$ cat src/rtl/spg_pkg.sv
package spg_pkg;

    // Shortest second the counter can produce: the one reload cycle plus the one tick cycle.
    localparam int MIN_LEN = 2;

    // Kind of second about to begin.
    typedef enum logic {
        KIND_PLAIN = 1'b0,
        KIND_TRIM  = 1'b1
    } sec_kind_e;

    // Length in oscillator cycles of a trimmed second, with a floor at MIN_LEN.
    function automatic int trim_length(input int nominal, input int cal);
        int t;
        t = nominal + cal - 1;
        return (t < MIN_LEN) ? MIN_LEN : t;
    endfunction

endpackage

$ cat src/rtl/spg_trim_reg.sv
module spg_trim_reg #(
    parameter int NOMINAL = 32768,
    parameter int CAL_W   = 14,
    parameter int CNT_W   = 16
) (
    input  logic                    clk,
    input  logic                    rst,
    input  logic signed [CAL_W-1:0] cal,
    output logic [CNT_W-1:0]        trim_len
);
    import spg_pkg::*;

    // The trimmed length is prepared here, one register ahead of the counter,
    // so that the counter only ever loads or decrements.
    always_ff @(posedge clk) begin
        if (rst) begin
            trim_len <= CNT_W'(NOMINAL);
        end else begin
            trim_len <= CNT_W'(trim_length(NOMINAL, int'(cal)));
        end
    end

    // a prepared length is never below the floor
    p_trim_floor_r5: assert property (@(posedge clk) disable iff (rst)
        trim_len >= CNT_W'(MIN_LEN));

endmodule

$ cat src/rtl/spg_sec_index.sv
module spg_sec_index #(
    parameter int SECS   = 60,
    parameter int COMP_A = 29,
    parameter int COMP_B = 59,
    parameter int IDX_W  = 6
) (
    input  logic              clk,
    input  logic              rst,
    input  logic              tick,
    output logic [IDX_W-1:0]  idx,
    output spg_pkg::sec_kind_e next_kind
);
    import spg_pkg::*;

    logic [IDX_W-1:0] idx_next;

    always_comb begin
        idx_next  = (idx == IDX_W'(SECS - 1)) ? '0 : idx + 1'b1;
        next_kind = (idx_next == IDX_W'(COMP_A) || idx_next == IDX_W'(COMP_B)) ? KIND_TRIM : KIND_PLAIN;
    end

    always_ff @(posedge clk) begin
        if (rst) begin
            idx <= '0;
        end else if (tick) begin
            idx <= idx_next;
        end
    end

    // the index stays within its range
    p_idx_range_r3: assert property (@(posedge clk) disable iff (rst)
        idx <= IDX_W'(SECS - 1));

    // the index holds between ticks
    p_idx_hold_r3: assert property (@(posedge clk) disable iff (rst)
        !tick |=> $stable(idx));

    // the index wraps after the last second
    p_idx_wrap_r3: assert property (@(posedge clk) disable iff (rst)
        (tick && idx == IDX_W'(SECS - 1)) |=> idx == '0);

    // the index steps by one otherwise
    p_idx_step_r3: assert property (@(posedge clk) disable iff (rst)
        (tick && idx != IDX_W'(SECS - 1)) |=> idx == $past(idx) + 1'b1);

endmodule

$ cat src/rtl/spg_down_counter.sv
module spg_down_counter #(
    parameter int NOMINAL = 32768,
    parameter int CNT_W   = 16
) (
    input  logic               clk,
    input  logic               rst,
    input  spg_pkg::sec_kind_e load_kind,
    input  logic [CNT_W-1:0]   trim_len,
    output logic               tick,
    output logic               wave
);
    import spg_pkg::*;

    logic [CNT_W-1:0] cnt;       // cycles left in this second, minus one
    logic [CNT_W-1:0] half;      // wave falls once cnt drops below this
    logic [CNT_W-1:0] load_len;

    always_comb begin
        load_len = (load_kind == KIND_TRIM) ? trim_len : CNT_W'(NOMINAL);
        tick     = (cnt == '0);
        wave     = (cnt >= half);
    end

    always_ff @(posedge clk) begin
        if (rst) begin
            cnt  <= CNT_W'(NOMINAL - 1);
            half <= CNT_W'(NOMINAL / 2);
        end else if (tick) begin
            cnt  <= load_len - 1'b1;
            half <= load_len >> 1;
        end else begin
            cnt  <= cnt - 1'b1;
        end
    end

    // the tick never lasts two cycles
    p_tick_single_r8: assert property (@(posedge clk) disable iff (rst)
        tick |=> !tick);

    // between ticks the counter decrements by one
    p_count_down_r2: assert property (@(posedge clk) disable iff (rst)
        !tick |=> cnt == $past(cnt) - 1'b1);

    // each second starts with the wave high
    p_wave_rise_r7: assert property (@(posedge clk) disable iff (rst)
        tick |=> wave);

    // the wave is low in the tick cycle
    p_wave_low_at_tick_r7: assert property (@(posedge clk) disable iff (rst)
        tick |-> !wave);

endmodule

$ cat src/rtl/spg_second_gen.sv
module spg_second_gen #(
    parameter  int NOMINAL = 32768,
    parameter  int CAL_W   = 14,
    parameter  int SECS    = 60,
    localparam int IDX_W   = $clog2(SECS),
    localparam int CNT_W   = $clog2(NOMINAL + (1 << (CAL_W - 1)) + 1)
) (
    input  logic                    clk,
    input  logic                    rst,
    input  logic signed [CAL_W-1:0] cal,
    output logic                    sec_tick,
    output logic                    sec_wave,
    output logic [IDX_W-1:0]        sec_idx
);
    import spg_pkg::*;

    localparam int COMP_A = SECS / 2 - 1;
    localparam int COMP_B = SECS - 1;

    logic [CNT_W-1:0] trim_len;
    sec_kind_e        next_kind;

    spg_trim_reg #(
        .NOMINAL (NOMINAL),
        .CAL_W   (CAL_W),
        .CNT_W   (CNT_W)
    ) u_trim (
        .clk      (clk),
        .rst      (rst),
        .cal      (cal),
        .trim_len (trim_len)
    );

    spg_sec_index #(
        .SECS   (SECS),
        .COMP_A (COMP_A),
        .COMP_B (COMP_B),
        .IDX_W  (IDX_W)
    ) u_index (
        .clk       (clk),
        .rst       (rst),
        .tick      (sec_tick),
        .idx       (sec_idx),
        .next_kind (next_kind)
    );

    spg_down_counter #(
        .NOMINAL (NOMINAL),
        .CNT_W   (CNT_W)
    ) u_count (
        .clk       (clk),
        .rst       (rst),
        .load_kind (next_kind),
        .trim_len  (trim_len),
        .tick      (sec_tick),
        .wave      (sec_wave)
    );

    // a tick in the last second returns the index to zero
    p_tick_wrap_r8: assert property (@(posedge clk) disable iff (rst)
        (sec_tick && sec_idx == IDX_W'(SECS - 1)) |=> (sec_idx == '0 && !sec_tick));

endmodule

$ cat config.mk
export PLATFORM = sky130hd
export DESIGN_NAME = spg_second_gen
export DESIGN_NICKNAME = d
export VERILOG_FILES = /design/src/rtl/spg_pkg.sv /design/src/rtl/spg_trim_reg.sv /design/src/rtl/spg_sec_index.sv /design/src/rtl/spg_down_counter.sv /design/src/rtl/spg_second_gen.sv
export SDC_FILE = /design/constraint.sdc
export NUM_CORES = 1
export LEC_CHECK = 0
export BUFFER_PORTS_ARGS = -buffer_cell sky130_fd_sc_hd__buf_2
export CAP_MARGIN = 30
export CORE_ASPECT_RATIO = 0.8
export CORE_MARGIN = 3
export CORE_UTILIZATION = 52
export CTS_BUF_LIST = sky130_fd_sc_hd__clkbuf_8 sky130_fd_sc_hd__clkbuf_16
export DETAILED_ROUTE_END_ITERATION = 10
export GPL_ROUTABILITY_DRIVEN = 0
export HOLD_SLACK_MARGIN = 0.1
export PLACE_DENSITY_LB_ADDON = 0.3
export SLEW_MARGIN = 10
export SYNTH_ARGS = -nofsm -noshare
export SYNTH_HDL_FRONTEND = slang
export SYNTH_SLANG_ARGS = --single-unit
$ cat constraint.sdc
create_clock -name clk -period 3.65 [get_ports clk]
set_input_delay 0.1825 -clock clk [delete_from_list [all_inputs] [get_ports clk]]
set_output_delay 0.1825 -clock clk [all_outputs]
set_load 0.01 [all_outputs]
==> flow_summary_export.csv, run 1 <==
group,metric,value,unit
final_layout,finalInstanceArea,3320,sq um
clock_tree,clk_pin_slew_worst_paths,0.09,ns
floorplanning,io-pin-count,24,
critical_path,reg2reg_from,"u_index.idx[1]",
outcome,status,"completed",
synthesis,synth_edf_count,0,
critical_path,crit_type,"reg -> reg",
place,numPortBuffers,23,
floorplanning,initial_core_util,0.547,
power,ir_drop,201,uV
grt,grt_start_max_net_pins,49,
drt,drt-total-wl,6710,um
synthesis,syn_area_per_cell,8.15,sq um
critical_path,cp.arrival,3.49,ns
synthesis,synth_nets,407,
final_layout,antenna_cells,0,
clock_tree,cts_inserted_buffers,5,
critical_path,startpoint_type,"register",
power,seq_power_share,0.571,
final_layout,fill_cells,532,
grt,grt_pass1_vias,2427,
synthesis,ys_seq_area_frac,0.351,
synthesis,ys_types,54,
final_layout,drive_gt1_frac,0.121,
drt,dr_total_vias,2740,
place,placed_area,3190,sq um
worst_hold_path,hp-class,"in -> reg",
drt,first_iter_violations,227,
clock_tree,root_buffer,"clkbuf_8",
clock_tree,cts_tree,"done",
power,combPwrFrac,0.076,
grt,grt_pass1_wl,11300,um
timing,fin_crit_sh,0.905,
critical_path,cp-end-kind,"register",
final_layout,ff_latch_area,1060,sq um
timing,tightest_slew,0.879,ns
final_layout,multi_input_area,1800,sq um
drt,ant_nets,0,
timing,setup_viol,0,
clock_tree,cts.sinks,53,
grt,grt_overflow_total,0,
power,clkPwrFrac,0.353,
worst_hold_path,holdCritStartpoint,"cal[5]",
timing,maxSlewViolCount,0,
synthesis,ys.flop_type,"dfxtp_1",
final_layout,layout_common_cells,"dfxtp_1 (53), nor2_1 (49), inv_1 (24)",
critical_path,r2r_setup_slack,0.35,ns
critical_path,r2r_cells,13,
drt,firstDrtPassIters,4,
final_layout,mostFrequentLayoutCell,"dfxtp_1",
drt,drc,0,
floorplanning,dieArea,6770,sq um
power,p_leak,1.17,nW
critical_path,r2r_end,"u_count.cnt[6]",
final_layout,finalNetCount,426,
timing,setup_tns,0,ns
power,power.density,321,nW/um^2
worst_hold_path,hold_path_depth,3,
final_layout,fin_util,0.600,
critical_path,cp-startpoint,"u_index.idx[1]",
clock_tree,clk_path_buf_depth,2,
synthesis,netlist_area,3020,sq um
critical_path,critPathMaxFanout,10,
synthesis,async_flop_share,0,
timing,layout_min_cycle_time,3.30,ns
worst_hold_path,holdPathEnd,"u_trim.trim_len[5]",
timing,rsz0062_at_grt,"false",
clock_tree,h-tree-depth,2,
timing,maxSlewHeadroom,0.414,
power,finalPower,0.00107,W
timing,timing.fmax,0.303,GHz
synthesis,synthesis.instances,371,
power,p_int,0.000824,W
clock_tree,clk_latency,0.30,ns
power,swShare,0.227,
floorplanning,die_x,91.3,um
clock_tree,post_cts_buffers,0,
drt,wl_per_cell,14.3,um
synthesis,ys_ff_latch,53,
grt,antenna_found_initial,0,
floorplanning,core-area,5530,sq um
power,switchingPower,0.000241,W
critical_path,cp_data_required_time,3.84,ns
timing,hold_viol,0,
timing,fin_worst_skew,0.00422,ns
final_layout,syn2layout_area_growth,9.64,%
floorplanning,fp.dieH,74.2,um
drt,avgViaCountPerCell,5.85,
run,maxCapViolations,0,
synthesis,yosysWarnings,0,
place,dp_hpwl,4810,um
grt,grt.total_usage,0.204,
floorplanning,placementRows,24,
[routing by layer]
layer / GRT usage / vias to the layer above / wire length (um)
met4: 0.0552 / 0 / 58
li1: - / 1372 / -
met5: 0 / - / 0
met2: 0.309 / 99 / 2850
met3: 0.0344 / 6 / 486
met1: 0.301 / 1263 / 3320
[power by group through the flow]
stage | sequential (W) | clock, W | combinational (W)
global placement | 0.000622 | 0 | 0.0000768
floorplan | 0.000615 | 0 | 0.0000542
global route | 0.000611 | 0.000410 | 0.0000917
finish | 0.000609 | 0.000376 | 0.0000806
CTS | 0.000608 | 0.000386 | 0.0000797
detailed placement | 0.000622 | 0 | 0.0000785
[registers in the layout, summed over array words and instances, names as in the netlist]
register         cells
u_count.half        15
u_count.cnt         16
u_index.idx          6
u_trim.trim_len     16
[critical path: stages, from the launching register on]
cell and delay [ns]:
dfxtp_1 0.50, ha_2 0.33, nor2b_1 0.08, o21ai_0 0.24
o221ai_1 0.18, and4_1 0.26, a21oi_1 0.20, ha_1 0.22
nor4b_2 0.26, buf_4 0.18, nand2b_1 0.19, o21ai_0 0.20
o21ai_0 0.09, a221o_1 0.27
[cell type report]
cell class / count / share of cell area
clock buffers: 5 / 0.0208
clock inverters: 2 / 0.0106
inverters: 25 / 0.0287
multi-input cells: 277 / 0.544
flip-flops and latches: 53 / 0.320
well taps: 78 / 0.0294
repair buffers: 28 / 0.0468
[synth_stat cells, drive strengths merged, types with 2 or more instances]
| master | count | area, sq um |
|---|---|---|
| nor2 | 49 | 184 |
| nor2b | 3 | 18.8 |
| dfxtp | 53 | 1060 |
| or4 | 6 | 48.8 |
| and3 | 2 | 12.5 |
| a211o | 9 | 78.8 |
| nand4 | 3 | 18.8 |
| or2 | 2 | 12.5 |
| xor2 | 7 | 61.3 |
| nand3b | 2 | 15.0 |
| a21o | 7 | 52.6 |
| a211oi | 3 | 22.5 |
| a21oi | 21 | 105 |
| nor3 | 13 | 70.1 |
| and2 | 2 | 12.5 |
| a221o | 2 | 20.0 |
| a31oi | 2 | 12.5 |
| clkbuf | 10 | 38.8 |
| xnor2 | 8 | 70.1 |
| o21ai | 20 | 100 |
| nand4b | 2 | 17.5 |
| a2111oi | 3 | 26.3 |
| nand2 | 22 | 82.6 |
| inv | 24 | 90.1 |
| nand2b | 6 | 37.5 |
| nor4 | 6 | 43.8 |
| a22oi | 16 | 120 |
| o211ai | 3 | 22.5 |
| o2111ai | 2 | 17.5 |
| buf | 6 | 40.0 |
| or3 | 15 | 93.8 |
| or3b | 2 | 17.5 |
| ha | 20 | 250 |
| nand3 | 7 | 35.0 |
[worst max path at each step]
stage               depth (start not counted)  slack, ns         endpoint
floorplan                                  15       0.16  u_count.cnt[14]
global placement                           12       0.51  u_count.cnt[14]
detailed placement                         12       0.33  u_count.cnt[14]
CTS                                        12       0.29  u_count.cnt[14]
global route                               13       0.04   u_count.cnt[6]
finish                                     13       0.35   u_count.cnt[6]
[cell families (layout without fill, tap and decap cells)]
kind of cell / after synthesis / count (layout) / synth area share
AO/OA/AOI/OAI: 96 / 96 / 0.216
XOR/XNOR: 15 / 15 / 0.0434
adder cells (fa/ha/maj): 20 / 20 / 0.0827
buffers and inverters: 41 / 60 / 0.0575
flip-flops: 53 / 53 / 0.351
multiplexers: 1 / 1 / 0.00331
AND/OR/NAND/NOR: 145 / 145 / 0.247
[through the flow]
step / cells / setup WS [ns] / hold slack (ns)
floorplan: 371 / 0.162 / 0.255
global placement: 460 / 0.509 / 0.391
detailed placement: 460 / 0.330 / 0.390
CTS: 468 / 0.288 / 0.127
global route: 468 / 0.0401 / 0.125
finish: 468 / 0.346 / 0.137
[what timing repair did]
action	CTS	global route
hold buffers	1	0
setup endpoints to repair	0	3
endpoints found under the hold margin	1	0
resized for setup	0	2
Note: power is estimated with default switching activity, not from simulation.
==> run 2: changes to the inputs <==
==> constraint.sdc (replaced) <==
create_clock -name clk -period 3.4 [get_ports clk]
set_input_delay 0.17 -clock clk [delete_from_list [all_inputs] [get_ports clk]]
set_output_delay 0.17 -clock clk [all_outputs]
set_load 0.01 [all_outputs]
==> run 2 against run 1 <==
  * Routed wire length rose by 0.18%
  * Sequential share of layout area down 0.26 points
  * Clock power is 18% higher
  * Highest routed layer unchanged
  * Hold slack got worse by 0.017 ns
  * Via count fell by 2.3%
  * Non-clock buffer count down 1
  * Largest cell class unchanged
  * Register-to-register slack got worse by 0.08 ns
==> flow_summary_export.csv, run 2 (synthesis gave the netlist of run 1 again) <==
group,metric,value,unit
outcome,status,"completed",
final_layout,syn2layout_area_growth,10.8,%
timing,fin_crit_sh,0.923,
final_layout,layout_common_cells,"dfxtp_1 (51), nor2_1 (49), inv_1 (24)",
final_layout,antenna_cells,0,
clock_tree,cts_inserted_buffers,5,
clock_tree,clk_pin_slew_worst_paths,0.10,ns
power,p_leak,1.19,nW
final_layout,top_regs,"u_count.cnt (16), u_trim.trim_len (16), u_count.half (15)",
timing,holdWs,0.121,ns
clock_tree,clk_path_buf_depth,2,
grt,grt_start_max_net_pins,49,
final_layout,finalInstanceArea,3350,sq um
floorplanning,placementRows,24,
timing,setup_tns,0,ns
drt,first_iter_violations,281,
run,maxCapViolations,0,
critical_path,cp-end-kind,"register",
final_layout,finalNetCount,425,
floorplanning,initial_core_util,0.547,
timing,layout_min_cycle_time,3.14,ns
timing,finalWorstSetupSlack,0.262,ns
drt,ant_nets,0,
drt,firstDrtPassIters,4,
critical_path,path_buf_inv,0,
critical_path,cp_data_required_time,3.60,ns
floorplanning,dieArea,6770,sq um
critical_path,critPathMaxFanout,10,
worst_hold_path,hp-class,"in -> reg",
timing,hold_viol,0,
timing,fin_worst_skew,0.00475,ns
critical_path,cp_slowest_stage_delay,0.39,ns
power,finalPower,0.00118,W
drt,dr_total_vias,2677,
critical_path,crit_type,"reg -> reg",
grt,grt_overflow_total,0,
timing,maxSlewHeadroom,0.417,
power,power.density,353,nW/um^2
timing,maxSlewViolCount,0,
floorplanning,io-pin-count,24,
timing,tightest_slew,0.875,ns
place,dpl_worst_slack,0.0710,ns
critical_path,critPathTopFamily,"simple AND/OR/NAND/NOR gates",
clock_tree,root_buffer,"clkbuf_8",
clock_tree,h-tree-depth,2,
grt,antenna_found_initial,0,
clock_tree,post_cts_buffers,0,
floorplanning,fp.dieH,74.2,um
critical_path,r2r_setup_slack,0.26,ns
timing,setup_viol,0,
critical_path,cp_slowest_cell,"dfxtp_2",
critical_path,cp.arrival,3.34,ns
drt,drc,0,
final_layout,fill_cells,513,
grt,grt_pass1_wl,11900,um
final_layout,mostFrequentLayoutCell,"dfxtp_1",
grt,grt.total_usage,0.212,
clock_tree,cts_tree,"done",
critical_path,startpoint_type,"register",
drt,avgViaCountPerCell,5.72,
power,ir_drop,249,uV
clock_tree,cts.sinks,53,
drt,drt-total-wl,6730,um
timing,rsz0062_at_grt,"false",
clock_tree,clk_latency,0.30,ns
place,dp_hpwl,4790,um
timing,timing.fmax,0.319,GHz
final_layout,drive_gt1_frac,0.131,
floorplanning,die_x,91.3,um
place,numPortBuffers,23,
drt,wl_per_cell,14.4,um
critical_path,path_cells,"ha_4, nor3b_1, o21ai_0, o221ai_1, and4_1, a21oi_1, ha_1, nor4b_4, nand2_2, nor3_2, o211ai_1, a211o_1",
grt,grt_pass1_vias,2531,
floorplanning,core-area,5530,sq um
place,placed_area,3200,sq um
[run 2: final timing paths]
kind                        start            endpoint  depth (start not counted)
setup / recovery   u_index.idx[1]     u_count.cnt[14]                         12
hold reg to reg   u_count.half[1]     u_count.half[1]                          2
setup reg to reg   u_index.idx[1]     u_count.cnt[14]                         12
hold / removal             cal[5]  u_trim.trim_len[5]                          3
[run 2: per-layer routing]
| layer | global-route usage | vias up | wire length, um |
|---|---|---|---|
| met1 | 0.299 | 1227 | 3320 |
| met5 | 0 | - | 0 |
| li1 | - | 1370 | - |
| met2 | 0.352 | 78 | 2940 |
| met4 | 0.0334 | 0 | 33 |
| met3 | 0.0384 | 2 | 432 |
[run 2: worst min-delay path, cell delays in order]
cell and delay [ns]:
buf_2 0.10, nand2_1 0.05, a21oi_1 0.05
[run 2: report_power, final]
part	switching (W)	internal [W]	total, W
clock network	0.000205	0.000240	0.000445
registers	0.0000203	0.000635	0.000655
logic	0.0000480	0.0000361	0.0000841
[run 2: per-stage QoR]
stage / instances / utilization
floorplan: 371 / -
global placement: 459 / 0.579
detailed placement: 459 / 0.579
CTS: 468 / 0.602
global route: 468 / 0.606
finish: 468 / 0.606
[run 2: layout make-up]
cell class | instances | area [sq um] | area share
multi-input cells | 277 | 1830 | 0.545
flip-flops and latches | 53 | 1060 | 0.317
repair buffers | 27 | 148 | 0.0441
well taps | 78 | 97.6 | 0.0291
inverters | 25 | 95.1 | 0.0284
clock buffers | 6 | 82.6 | 0.0246
clock inverters | 2 | 37.5 | 0.0112
[run 2: repair_timing]
action / in CTS / in global routing
hold buffers: 1 / 0
resized for setup: 0 / 5
endpoints found under the setup margin: 0 / 5
endpoints found under the hold margin: 1 / 0
==> run 3: changes to the inputs <==
--- a/config.mk
+++ b/config.mk
@@ -8,13 +8,13 @@
 export BUFFER_PORTS_ARGS = -buffer_cell sky130_fd_sc_hd__buf_2
 export CAP_MARGIN = 30
 export CORE_ASPECT_RATIO = 0.8
-export CORE_MARGIN = 3
 export CORE_UTILIZATION = 52
 export CTS_BUF_LIST = sky130_fd_sc_hd__clkbuf_8 sky130_fd_sc_hd__clkbuf_16
 export DETAILED_ROUTE_END_ITERATION = 10
 export GPL_ROUTABILITY_DRIVEN = 0
 export HOLD_SLACK_MARGIN = 0.1
 export PLACE_DENSITY_LB_ADDON = 0.3
+export SETUP_SLACK_MARGIN = 0.3
 export SLEW_MARGIN = 10
 export SYNTH_ARGS = -nofsm -noshare
 export SYNTH_HDL_FRONTEND = slang
==> constraint.sdc (replaced) <==
create_clock -name clk -period 3.78 [get_ports clk]
set_input_delay 0.189 -clock clk [delete_from_list [all_inputs] [get_ports clk]]
set_output_delay 0.189 -clock clk [all_outputs]
set_load 0.01 [all_outputs]
==> run 3 against run 2 <==
  * Flip-flop and latch count stayed put
  * Fmax is 2.9% lower
  * Setup slack better by 0.29 ns
  * Global-route usage is 1.8 points higher
  * Sequential share of layout area is 0.35 points higher
  * Power is 12% lower
  * Hold slack better by 0.0097 ns
  * Critical path type unchanged
  * Highest routed layer unchanged
==> flow_summary_export.csv, run 3 (synthesis gave the netlist of run 1 again) <==
group,metric,value,unit
outcome,status,"completed",
place,placed_cells,458,
clock_tree,cts_tree,"done",
floorplanning,fp.dieH,70.2,um
clock_tree,clk_path_buf_depth,2,
timing,timing.fmax,0.310,GHz
drt,drt-total-wl,6580,um
power,p_int,0.000796,W
critical_path,path_buf_inv,0,
final_layout,fill_cells,515,
floorplanning,initial_core_util,0.547,
grt,grt.total_usage,0.231,
timing,setup_viol,0,
timing,maxSlewViolCount,0,
power,clkPwrFrac,0.360,
clock_tree,cts.sinks,53,
power,finalPower,0.00104,W
critical_path,critPathTopFamily,"compound AO/OA/AOI/OAI gates",
drt,wl_per_cell,14.1,um
final_layout,antenna_cells,0,
clock_tree,post_cts_buffers,0,
final_layout,top_regs,"u_count.cnt (16), u_trim.trim_len (16), u_count.half (15)",
final_layout,finalNonFillerCells,466,
clock_tree,root_buffer,"clkbuf_8",
timing,setup_tns,0,ns
worst_hold_path,hp-class,"in -> reg",
timing,tightest_slew,0.861,ns
floorplanning,die_x,87.3,um
grt,grt_pass1_wl,11100,um
clock_tree,h-tree-depth,2,
critical_path,cp-end-kind,"register",
grt,grt_start_max_net_pins,49,
clock_tree,clk_latency,0.31,ns
drt,drc,0,
final_layout,drive_gt1_frac,0.124,
critical_path,cp_slowest_cell,"dfxtp_2",
clock_tree,clk_pin_slew_worst_paths,0.09,ns
critical_path,crit_type,"reg -> reg",
critical_path,startpoint_type,"register",
floorplanning,io-pin-count,24,
place,dp_hpwl,4710,um
drt,avgViaCountPerCell,5.89,
place,numPortBuffers,23,
critical_path,crit_top_cell,"o21ai_0",
clock_tree,cts_inserted_buffers,5,
timing,maxSlewHeadroom,0.426,
final_layout,finalNetCount,424,
final_layout,layout_common_cells,"dfxtp_1 (51), nor2_1 (49), inv_1 (24)",
power,combPwrFrac,0.074,
critical_path,cp.arrival,3.44,ns
power,p_leak,1.18,nW
timing,fin_crit_sh,0.855,
critical_path,cp_data_required_time,3.99,ns
grt,grt_pass1_vias,2405,
critical_path,cp_slowest_stage_delay,0.43,ns
floorplanning,dieArea,6130,sq um
critical_path,critPathMaxFanout,10,
drt,firstDrtPassIters,6,
power,swShare,0.233,
power,switchingPower,0.000242,W
drt,ant_nets,0,
floorplanning,core-area,5530,sq um
power,power.density,313,nW/um^2
power,seq_power_share,0.567,
drt,first_iter_violations,281,
floorplanning,placementRows,24,
drt,dr_total_vias,2745,
final_layout,mostFrequentLayoutCell,"dfxtp_1",
timing,fin_worst_skew,0.00531,ns
run,maxCapViolations,0,
grt,grt_overflow_total,0,
grt,antenna_found_initial,0,
timing,layout_min_cycle_time,3.23,ns
critical_path,path_cells,"ha_2, nor2b_1, o21ai_0, o221ai_1, and4_1, a21oi_1, ha_1, nor4b_4, nand2b_1, o21ai_0, o21ai_0, a221o_1",
final_layout,syn2layout_area_growth,9.60,%
timing,rsz0062_at_grt,"false",
timing,hold_viol,0,
power,ir_drop,178,uV
run 3: cell count changes in the layout (fill, tap and decap cells not counted), sizes merged:
cell,before,now
clkinv,1,2
buf,26,25
clkbuf,6,5
clkinvlp,1,0
run 3: area by class of cell:
cell class              count  area (sq um)  area share
multi-input cells         277          1810       0.547
flip-flops and latches     53          1060       0.321
repair buffers             26           140      0.0423
well taps                  78          97.6      0.0294
inverters                  25          95.1      0.0287
clock buffers               5          68.8      0.0208
clock inverters             2          35.0      0.0106
run 3: per-layer routing:
metal | part of all wire | routed length, um | track usage
met3 | 0.053 | 349 | 0.0355
met5 | 0 | 0 | 0
met2 | 0.43 | 2860 | 0.339
met4 | 0.010 | 69 | 0.0619
met1 | 0.50 | 3310 | 0.348
run 3: final timing paths:
path	startpoint	to	slack, ns	cells after the start
hold reg to reg	u_count.half[10]	u_count.half[10]	0.51	2
hold / removal	cal[5]	u_trim.trim_len[5]	0.13	3
setup reg to reg	u_index.idx[1]	u_count.cnt[6]	0.55	12
setup / recovery	u_index.idx[1]	u_count.cnt[6]	0.55	12
run 3: power by group through the flow:
stage,clock network [W],logic (W),registers (W)
final,0.000373,0.0000768,0.000588
after global routing,0.000401,0.0000870,0.000591
after CTS,0.000380,0.0000764,0.000588
after detailed placement,0,0.0000749,0.000601
after global placement,0,0.0000734,0.000601
after floorplan,0,0.0000526,0.000595
run 3: worst register-to-register path: stages (launching register included):
cell and delay [ns]:
dfxtp_2 0.43, ha_2 0.29, nor2b_1 0.08, o21ai_0 0.23
o221ai_1 0.17, and4_1 0.31, a21oi_1 0.22, ha_1 0.24
nor4b_4 0.33, nand2b_1 0.25, o21ai_0 0.22, o21ai_0 0.10
a221o_1 0.27
run 3: repair_timing:
action,4_1_cts,5_1_grt
gates resized for setup,0,5
hold endpoints to repair,1,0
setup endpoints to repair,0,6
hold buffers,1,0
run 3: stage by stage:
| step | hold slack (ns) | cell area, sq um | worst slack, ns | util |
|---|---|---|---|---|
| CTS | 0.122 | 3300 | 0.305 | 0.598 |
| detailed placement | 0.401 | 3190 | 0.331 | 0.577 |
| global placement | 0.398 | 3190 | 0.522 | 0.577 |
| finish | 0.130 | 3310 | 0.549 | 0.600 |
| global route | 0.136 | 3310 | 0.292 | 0.600 |
| floorplan | 0.261 | 3040 | 0.369 | - |
